`src/rtl/mem_order_pkg.sv`:
```
package mem_order_pkg;

  typedef enum logic [2:0] {
    MK_LOAD  = 3'd0,
    MK_STORE = 3'd1,
    MK_LFNC  = 3'd2,
    MK_SFNC  = 3'd3,
    MK_FFNC  = 3'd4
  } mem_kind_e;

  function automatic logic takes_ld(logic [2:0] k);
    return (k == MK_LOAD) || (k == MK_LFNC) || (k == MK_FFNC);
  endfunction

  function automatic logic takes_st(logic [2:0] k);
    return (k == MK_STORE) || (k == MK_SFNC) || (k == MK_FFNC);
  endfunction

  function automatic logic is_fence(logic [2:0] k);
    return (k == MK_LFNC) || (k == MK_SFNC) || (k == MK_FFNC);
  endfunction

endpackage

```
`src/rtl/mem_budget.sv`:
```
module mem_budget #(
  parameter int CAP   = 4,
  localparam int CNT_W = $clog2(CAP + 1)
) (
  input  logic clk,
  input  logic rst,
  input  logic take,
  input  logic give,
  output logic full
);

  logic [CNT_W-1:0] used_q;

  always_ff @(posedge clk) begin
    if (rst) used_q <= '0;
    else if (take && !give) used_q <= used_q + 1'b1;
    else if (give && !take) used_q <= used_q - 1'b1;
  end

  assign full = (used_q == CNT_W'(CAP));

  // budget never exceeds its capacity
  a_r2_no_overflow: assert property (@(posedge clk) disable iff (rst)
    used_q <= CNT_W'(CAP));

  // nothing is released from an empty budget
  a_r11_no_underflow: assert property (@(posedge clk) disable iff (rst)
    (give && !take) |-> (used_q != '0));

endmodule

```
`src/rtl/mem_age_pick.sv`:
```
module mem_age_pick
  import mem_order_pkg::*;
#(
  parameter int SLOTS = 8,
  localparam int IDX_W = $clog2(SLOTS)
) (
  input  logic [IDX_W-1:0]      oldest,
  input  logic [SLOTS-1:0]      live,
  input  logic [SLOTS-1:0]      granted,
  input  logic [SLOTS-1:0][2:0] kinds,
  input  logic                  disjoint,
  output logic                  pick,
  output logic [IDX_W-1:0]      pick_idx
);

  logic             ld_hold, st_hold;
  logic [IDX_W-1:0] s;
  logic [2:0]       k;

  // Walk from the oldest slot towards the youngest, accumulating holds.
  always_comb begin
    ld_hold  = 1'b0;
    st_hold  = 1'b0;
    pick     = 1'b0;
    pick_idx = '0;
    s        = '0;
    k        = '0;
    for (int a = 0; a < SLOTS; a++) begin
      s = oldest + IDX_W'(a);
      k = kinds[s];
      if (live[s]) begin
        if (!granted[s] && !pick &&
            (((k == MK_LOAD) && !ld_hold) || ((k == MK_STORE) && !st_hold))) begin
          pick     = 1'b1;
          pick_idx = s;
        end
        case (k)
          MK_LOAD:  if (!granted[s]) st_hold = 1'b1;
          MK_STORE: if (!granted[s]) begin
                      st_hold = 1'b1;
                      if (!disjoint) ld_hold = 1'b1;
                    end
          MK_LFNC:  ld_hold = 1'b1;
          MK_SFNC:  st_hold = 1'b1;
          MK_FFNC:  begin ld_hold = 1'b1; st_hold = 1'b1; end
          default:  ;
        endcase
      end
    end
  end

endmodule

```
`src/rtl/mem_order_queue.sv`:
```
module mem_order_queue
  import mem_order_pkg::*;
#(
  parameter int LQ_SIZE    = 8,
  parameter int SQ_SIZE    = 8,
  parameter int LQ_DEFAULT = 4,
  parameter int SQ_DEFAULT = 4,
  localparam int LQ_CAP = (LQ_SIZE == 0) ? LQ_DEFAULT : LQ_SIZE,
  localparam int SQ_CAP = (SQ_SIZE == 0) ? SQ_DEFAULT : SQ_SIZE,
  localparam int TAG_W  = $clog2(LQ_CAP + SQ_CAP)
) (
  input  logic             clk,
  input  logic             rst,
  input  logic             assume_disjoint,
  input  logic             alloc_valid,
  input  logic [2:0]       alloc_kind,
  output logic [TAG_W-1:0] alloc_tag,
  output logic             ld_full,
  output logic             st_full,
  output logic             issue_valid,
  output logic [TAG_W-1:0] issue_tag,
  input  logic             done_valid,
  input  logic [TAG_W-1:0] done_tag
);

  localparam int SLOTS = 1 << TAG_W;

  logic [SLOTS-1:0][2:0] kind_q;
  logic [SLOTS-1:0]      live_q, granted_q, done_q;
  logic [TAG_W-1:0]      head_q, tail_q;
  logic                  accept_w, retire_w, pick_w;
  logic [TAG_W-1:0]      pick_idx_w;
  logic [2:0]            head_kind;

  assign head_kind = kind_q[head_q];
  assign accept_w  = alloc_valid && (alloc_kind <= 3'd4)
                   && !(takes_ld(alloc_kind) && ld_full)
                   && !(takes_st(alloc_kind) && st_full);
  assign retire_w  = live_q[head_q] && (done_q[head_q] || is_fence(head_kind));
  assign alloc_tag = tail_q;

  mem_budget #(.CAP(LQ_CAP)) i_ld_budget (
    .clk(clk), .rst(rst),
    .take(accept_w && takes_ld(alloc_kind)),
    .give(retire_w && takes_ld(head_kind)),
    .full(ld_full));

  mem_budget #(.CAP(SQ_CAP)) i_st_budget (
    .clk(clk), .rst(rst),
    .take(accept_w && takes_st(alloc_kind)),
    .give(retire_w && takes_st(head_kind)),
    .full(st_full));

  mem_age_pick #(.SLOTS(SLOTS)) i_pick (
    .oldest(head_q), .live(live_q), .granted(granted_q), .kinds(kind_q),
    .disjoint(assume_disjoint), .pick(pick_w), .pick_idx(pick_idx_w));

  // Kind storage carries no reset so it maps onto plain memory.
  always_ff @(posedge clk) begin
    if (accept_w) kind_q[tail_q] <= alloc_kind;
  end

  always_ff @(posedge clk) begin
    if (rst) begin
      live_q      <= '0;
      granted_q   <= '0;
      done_q      <= '0;
      head_q      <= '0;
      tail_q      <= '0;
      issue_valid <= 1'b0;
      issue_tag   <= '0;
    end else begin
      if (accept_w) begin
        live_q[tail_q]    <= 1'b1;
        granted_q[tail_q] <= 1'b0;
        done_q[tail_q]    <= 1'b0;
        tail_q            <= tail_q + 1'b1;
      end
      if (retire_w) begin
        live_q[head_q] <= 1'b0;
        head_q         <= head_q + 1'b1;
      end
      if (pick_w) granted_q[pick_idx_w] <= 1'b1;
      if (done_valid && live_q[done_tag] && granted_q[done_tag])
        done_q[done_tag] <= 1'b1;
      issue_valid <= pick_w;
      issue_tag   <= pick_idx_w;
    end
  end

  // a load-class allocation against a full load budget leaves the tag alone
  a_r2_drop_when_full: assert property (@(posedge clk) disable iff (rst)
    (alloc_valid && ld_full && takes_ld(alloc_kind)) |=> (tail_q == $past(tail_q)));

  // the load budget opens only after an in-order departure
  a_r11_release_in_order: assert property (@(posedge clk) disable iff (rst)
    $fell(ld_full) |-> $past(retire_w));

  // a grant always names an entry that is still in the queue
  a_r10_grant_live: assert property (@(posedge clk) disable iff (rst)
    issue_valid |-> live_q[issue_tag]);

endmodule

```
`config.mk`:
```
export PLATFORM = sky130hd
export DESIGN_NAME = mem_order_queue
export DESIGN_NICKNAME = d
export VERILOG_FILES = /design/src/rtl/mem_order_pkg.sv /design/src/rtl/mem_budget.sv /design/src/rtl/mem_age_pick.sv /design/src/rtl/mem_order_queue.sv
export SDC_FILE = /design/constraint.sdc
export NUM_CORES = 1
export LEC_CHECK = 0
export BUFFER_PORTS_ARGS = -buffer_cell sky130_fd_sc_hd__buf_2
export CAP_MARGIN = 15
export CORE_MARGIN = 2
export CORE_UTILIZATION = 55
export DETAILED_ROUTE_END_ITERATION = 7
export HOLD_SLACK_MARGIN = 0.08
export PLACE_DENSITY_LB_ADDON = 0.12
export SETUP_SLACK_MARGIN = 0.02
export SYNTH_ARGS = -nofsm -noshare
export SYNTH_HDL_FRONTEND = slang
export SYNTH_SLANG_ARGS = --single-unit
export TNS_END_PERCENT = 30
```
`constraint.sdc`:
```
create_clock -name clk -period 18 [get_ports clk]
set_input_delay 3.6 -clock clk [delete_from_list [all_inputs] [get_ports clk]]
set_output_delay 3.6 -clock clk [all_outputs]
set_load 0.02 [all_outputs]
```
# ---- Word level (Yosys, flattened, before mapping)
# Cells that the tools add are included.
dict set report classes {
  add_sub_neg 20
  magnitude_cmp 24
  n_eq_ne 67
  mux 295
  bitwise 8
  n_reduce_logical 239
}
# cell count
set ops {}
lappend ops {{$bmux 3 s4} 16}
lappend ops {{$mux 1} 146}
lappend ops {{$mux 16} 9}
lappend ops {{$mux 4} 36}
lappend ops {{$bmux 1 s4} 35}
lappend ops {{$eq 3x2->1 const B} 32}
lappend ops {{$lt 4x5->1 const B} 19}
lappend ops {{$reduce_or 2->1} 45}
lappend ops {{$logic_and 1x1->1} 81}
lappend ops {{$logic_not 1->1} 67}
lappend ops {{$pmux 1 s2} 30}
lappend ops {{$eq 3x1->1 const B} 17}
lappend ops {{$logic_not 3->1} 17}
lappend ops {{$mux 3} 17}
lappend ops {{$and 16x16->16} 3}
lappend ops {{$bwmux 48} 1}
lappend ops {{$eq 3x3->1 const B} 16}
lappend ops {{$or 16x16->16} 3}
lappend ops {{$add 4x4->4 const B} 8}
lappend ops {{$not 16->16} 2}
lappend ops {{$logic_or 1x1->1} 27}
lappend ops {{$add 4x1->4 const B} 4}
lappend ops {{$add 4x3->4 const B} 4}
lappend ops {{$demux 1 s4} 4}
lappend ops {{other kinds (7)} 14}
dict set report word_totals {
  reg_bits 117
  input_bits 12
  output_inout_bits 11
  elab_cells 678
}

# ---- Longest topological paths before layout
dict set report depth {
  depth_word 88
  mapped_depth 26
  depth_no_buf 16
}

# ---- Hierarchy
# A second synthesis with hierarchy kept.
dict set report hier_totals {
  cells_unflattened 1195
  hier_area_um2 12796.0
}
# module n_inst cells_each area_per_inst_um2
set modules_own_cells {}
lappend modules_own_cells {mem_age_pick 1 740 7418.4}
lappend modules_own_cells {mem_order_queue 1 399 4869.7}
lappend modules_own_cells {mem_budget 2 28 254.0}

# ---- Worst setup path after synthesis
# No wires, ideal clock.
dict set report synth_path {
  kind {in2reg}
  startpoint {input port assume_disjoint}
  endpoint {register granted_q[13]}
  setup_time_ps 101
  arrival_time_ps 6408
  required_time_ps 17899
  setup_slack_ps 11491
  cell_stages 15
  n_path_buf 2
  path_cell_list {clkinv_1 > nand2_1 > o311ai_0 > nand3_1 > nand3_1 > o22ai_1 > or4_4 > nor3_2 > buf_6 > buf_6 > nand3b_2 > o211ai_1 > nor3_2 > or3_1 > o41ai_1}
}
dict set report synth_between {
  elab_chain_len 86
}
# element line
set synth_rtl {}
lappend synth_rtl {{start: declaration} mem_order_queue.sv:14} ;# input logic assume_disjoint,
lappend synth_rtl {{parallel branches: the longest is 85 deep, another holds $pmux 1 s2} -}
lappend synth_rtl {{$mux 16 *} mem_order_queue.sv:83} ;# if (pick_w) granted_q[pick_idx_w] <= 1'b1;
lappend synth_rtl {{end signal: assignment} mem_order_queue.sv:66} ;# granted_q <= '0;
lappend synth_rtl {{end signal: indexed assignment} mem_order_queue.sv:75} ;# granted_q[tail_q] <= 1'b0;
lappend synth_rtl {{end signal: indexed assignment} mem_order_queue.sv:83}
lappend synth_rtl {{end: declaration} mem_order_queue.sv:29} ;# logic [SLOTS-1:0] live_q, granted_q, done_q;
# Every way passes the cells marked *.
# A chain may end at the register's enable or synchronous reset.

# ---- Worst setup path in the final report
dict set report layout_path {
  startpoint {register head_q[1]}
  endpoint {register granted_q[12]}
}
dict set report layout_between {
  elab_chain_len 88
}
# element line
set layout_rtl {}
lappend layout_rtl {{start: declaration} mem_order_queue.sv:30} ;# logic [TAG_W-1:0] head_q, tail_q;
lappend layout_rtl {{start signal: assignment} mem_order_queue.sv:81} ;# head_q <= head_q + 1'b1;
lappend layout_rtl {{parallel branches: the longest is 87 deep, another holds $bmux 3 s4} -}
lappend layout_rtl {{$mux 16 *} mem_order_queue.sv:83}
# Every way passes the cells marked *. The select of a mux whose other input is x is not followed.

==> results.sh <==
export IMPL_yosys_top_cells_area="mux4_2 (28%), edfxtp_1 (13%), dfxtp_1 (12%)"
export IMPL_die_area_sq_mm=0.0218
export IMPL_r2r_cells=18
export IMPL_drive_gt1_share_pct=23.8
export IMPL_route_met3_wl_um=4260
export IMPL_cts_tree="built"
export IMPL_met1_length_um=14600
export IMPL_drt_iter0_drc=1251
export IMPL_met2_length_um=17000
export IMPL_yosys_top_cells_count="mux4_2 (141), nor2_1 (83), dfxtp_1 (69)"
export IMPL_ys_seq_area_share_pct=24.9
export IMPL_cts_sinks=117
export IMPL_clk_latency_ns=0.42
export IMPL_hold_class="flop to flop"
export IMPL_hold_viol_final=0
export IMPL_grt_pass1_vias=9257
export IMPL_crit_type="flop to flop"
export IMPL_regArea_sq_mm=0.00283
export IMPL_ys_ff_latch=117
export IMPL_start_kind="flop"
export IMPL_max_freq_ghz=0.137
export IMPL_dp_cells=1319
export IMPL_synth_edf_count=48
export IMPL_num_vias=10170
export IMPL_post_cts_buffers=0
export IMPL_synth_most_common_cell="mux4_2"
export IMPL_core_area_sq_mm=0.0202
export IMPL_fin_cells=1351
export IMPL_async_flop_share_pct=0
export IMPL_cts_root_buffer="clkbuf_16"
export IMPL_ir_drop_mv=0.0764
export IMPL_numCtsBuffers=17
export IMPL_ctsHoldBuffers=0
export IMPL_synth_xor_xnor_area_share_pct=2.55
export IMPL_area_delta_synth_final_pct=8.34
export IMPL_fillCellCount=1667
export IMPL_synthFlopType="dfxtp_1"
export IMPL_multi_input_area_sq_mm=0.00804
export IMPL_r2r_end="granted_q[12]"
export IMPL_rows=52
export IMPL_fin_util_pct=60.8
export IMPL_p_leak_uw=0.00420
export IMPL_synth_compound_area_share_pct=14.2
export IMPL_antenna_found_initial=0
export IMPL_holdPathEnd="i_st_budget.used_q[3]"
export IMPL_path_clk_slew_ns=0.06
export IMPL_p_per_area_mw_per_mm2=67.9
export IMPL_track_usage_pct=35.1
export IMPL_fin_setup_tns_ns=0
export IMPL_min_period_ns=7.29
export IMPL_synth_fa_ha_area_share_pct=2.89
export IMPL_grt_setup_unrepaired="false"
export IMPL_htreeDepth=4
export IMPL_slew_headroom_pct=21.9
export IMPL_portBuffers=22
export IMPL_grt_pass1_wl_um=57300
export IMPL_routed_wl_um=37900
export IMPL_skew_ns=0.0195
export IMPL_worst_pin_slew_ns=1.17
export IMPL_initial_core_util_pct=56.1
export IMPL_hpwl_um=28600
export IMPL_setup_viol=0
export IMPL_drcViolationCount=0
export IMPL_synth_nets=1105
export IMPL_die_x_um=148
export IMPL_synth_area_sq_mm=0.0114
export IMPL_syn_avg_cell_area_sq_um=10.6
export IMPL_die_h_um=148
export IMPL_synthSimpleGateAreaFrac_pct=18.1
export IMPL_slew_viol_final=0
export IMPL_io_pins=23
export IMPL_drv_cap=0
export IMPL_routed_via_density=7.53
export IMPL_fin_crit_sh_pct=40.5
export IMPL_drt_pass1_iter_count=6
export IMPL_diodes=0
export IMPL_r2r_start="head_q[1]"
export IMPL_synth_top_family_by_area="multiplexers"
export IMPL_r2r_slack_ns=10.71
export IMPL_final_antenna_net_count=0
export IMPL_yosys_warnings=0
export IMPL_worstPathRequired_ns=18.32
export IMPL_arrival_ns=7.62
export IMPL_synth_top_area_cell="mux4_2"
export IMPL_worstHoldPathCells=2
export IMPL_globalplace_congestion=1.09
export IMPL_cts_resized=0
export IMPL_holdCritStartpoint="i_st_budget.used_q[3]"
export IMPL_cp_max_fo=29
export IMPL_synth_area_mux_share_pct=32.8
export IMPL_fin_nets=1105
export IMPL_endpoint_kind="flop"
export IMPL_grt_max_degree=54
export IMPL_cts_buffer_depth=2
export IMPL_overflow=0
export IMPL_highest_layer="met4"
export IMPL_synth_top_area_share_pct=28.0
export IMPL_status="finished clean"
export IMPL_wl_per_cell_um=28.1
export IMPL_synth_cell_type_count=98
export IMPL_postSynthCellCount=1068
==> layout by cell type (no fill, tap or decap), drive strengths merged, types with 7 or more instances in the layout <==
master	instances
nor4	10
o21a	7
or3	9
nor2	84
a21oi	28
buf	44
nor2b	21
nand3b	10
nand3	64
nand2b	7
or2	11
edfxtp	48
nor3b	9
nand2	52
mux4	144
o21ai	36
mux2	7
o41ai	9
clkbuf	19
o32ai	8
a211oi	24
o211ai	9
inv	44
and3	11
nor3	16
ha	23
and2	20
nand4	21
mux2i	39
clkinv	10
xnor2	24
a22oi	14
and4	7
xor2	9
dfxtp	69
==> cell type report <==
| type | count | share of cell area (%) |
|---|---|---|
| Multi-Input combinational cell | 841 | 65.3 |
| Sequential cell | 117 | 23.0 |
| Clock buffer | 19 | 3.60 |
| Tap cell | 270 | 2.75 |
| Timing Repair Buffer | 44 | 2.24 |
| Clock inverter | 13 | 1.67 |
| Inverter | 47 | 1.43 |
==> power breakdown <==
| group | switching [uW] | internal [uW] | total (uW) |
|---|---|---|---|
| sequential | 7.99 | 282 | 290 |
| clock | 128 | 249 | 377 |
| combinational | 99.9 | 68.0 | 168 |
| total | 236 | 599 | 835 |
==> how the worst max path moves through the flow <==
| stage | from | to | depth (start not counted) |
|---|---|---|---|
| 2_1_floorplan | assume_disjoint | granted_q[13] | 15 |
| 3_3_place_gp | assume_disjoint | granted_q[12] | 13 |
| 3_5_place_dp | assume_disjoint | granted_q[11] | 13 |
| 4_1_cts | head_q[1] | granted_q[11] | 18 |
| 5_1_grt | head_q[1] | granted_q[11] | 18 |
| 6_report | head_q[1] | granted_q[12] | 18 |
==> metrics by stage <==
| step | power [uW] | area (sq um) | hold slack [ns] | setup WS, ns |
|---|---|---|---|---|
| 6_report | 835 | 12300 | 0.486 | 10.71 |
| 3_5_place_dp | 459 | 11700 | 0.479 | 10.68 |
| 2_1_floorplan | 419 | 11400 | 0.448 | 11.49 |
| 5_1_grt | 858 | 12300 | 0.523 | 10.24 |
| 4_1_cts | 833 | 12300 | 0.487 | 10.78 |
| 3_3_place_gp | 457 | 11700 | 0.464 | 10.69 |
==> layer usage <==
layer | track usage (%) | vias up
met5 | 0 | -
met4 | 17.6 | 0
met3 | 5.93 | 145
met2 | 53.0 | 745
met1 | 49.4 | 4949
li1 | - | 4331
==> worst max-delay path, stage by stage, from the launching register on <==
cell      delay (ns)
dfxtp_2         0.31
buf_4           0.36
inv_1           0.38
ha_2            0.83
buf_4           0.50
mux4_2          0.67
mux4_2          0.57
nor4_1          0.37
o311ai_1        0.22
and4b_1         0.26
or2_4           0.26
or4_4           0.60
nor3_2          0.20
buf_4           0.26
nand3b_1        0.21
or2_1           0.34
o221ai_1        0.32
nor2_1          0.18
o41ai_1         0.32
==> flip-flops by register name, summed over array words and instances (netlist names) <==
| signal | count |
|---|---|
| alloc_tag | 4 |
| done_q | 16 |
| granted_q | 16 |
| head_q | 4 |
| i_ld_budget.used_q | 4 |
| i_st_budget.used_q | 4 |
| issue_tag | 4 |
| issue_valid | 1 |
| kind_q | 48 |
| live_q | 16 |
==> logic make-up after synthesis <==
family | count (synthesis)
xor+xnor | 33
simple gates | 376
fa+ha+maj | 25
mux | 190
flops | 117
compound gates | 217
buf+inv | 110
Note: power is estimated with default switching activity, not from simulation.
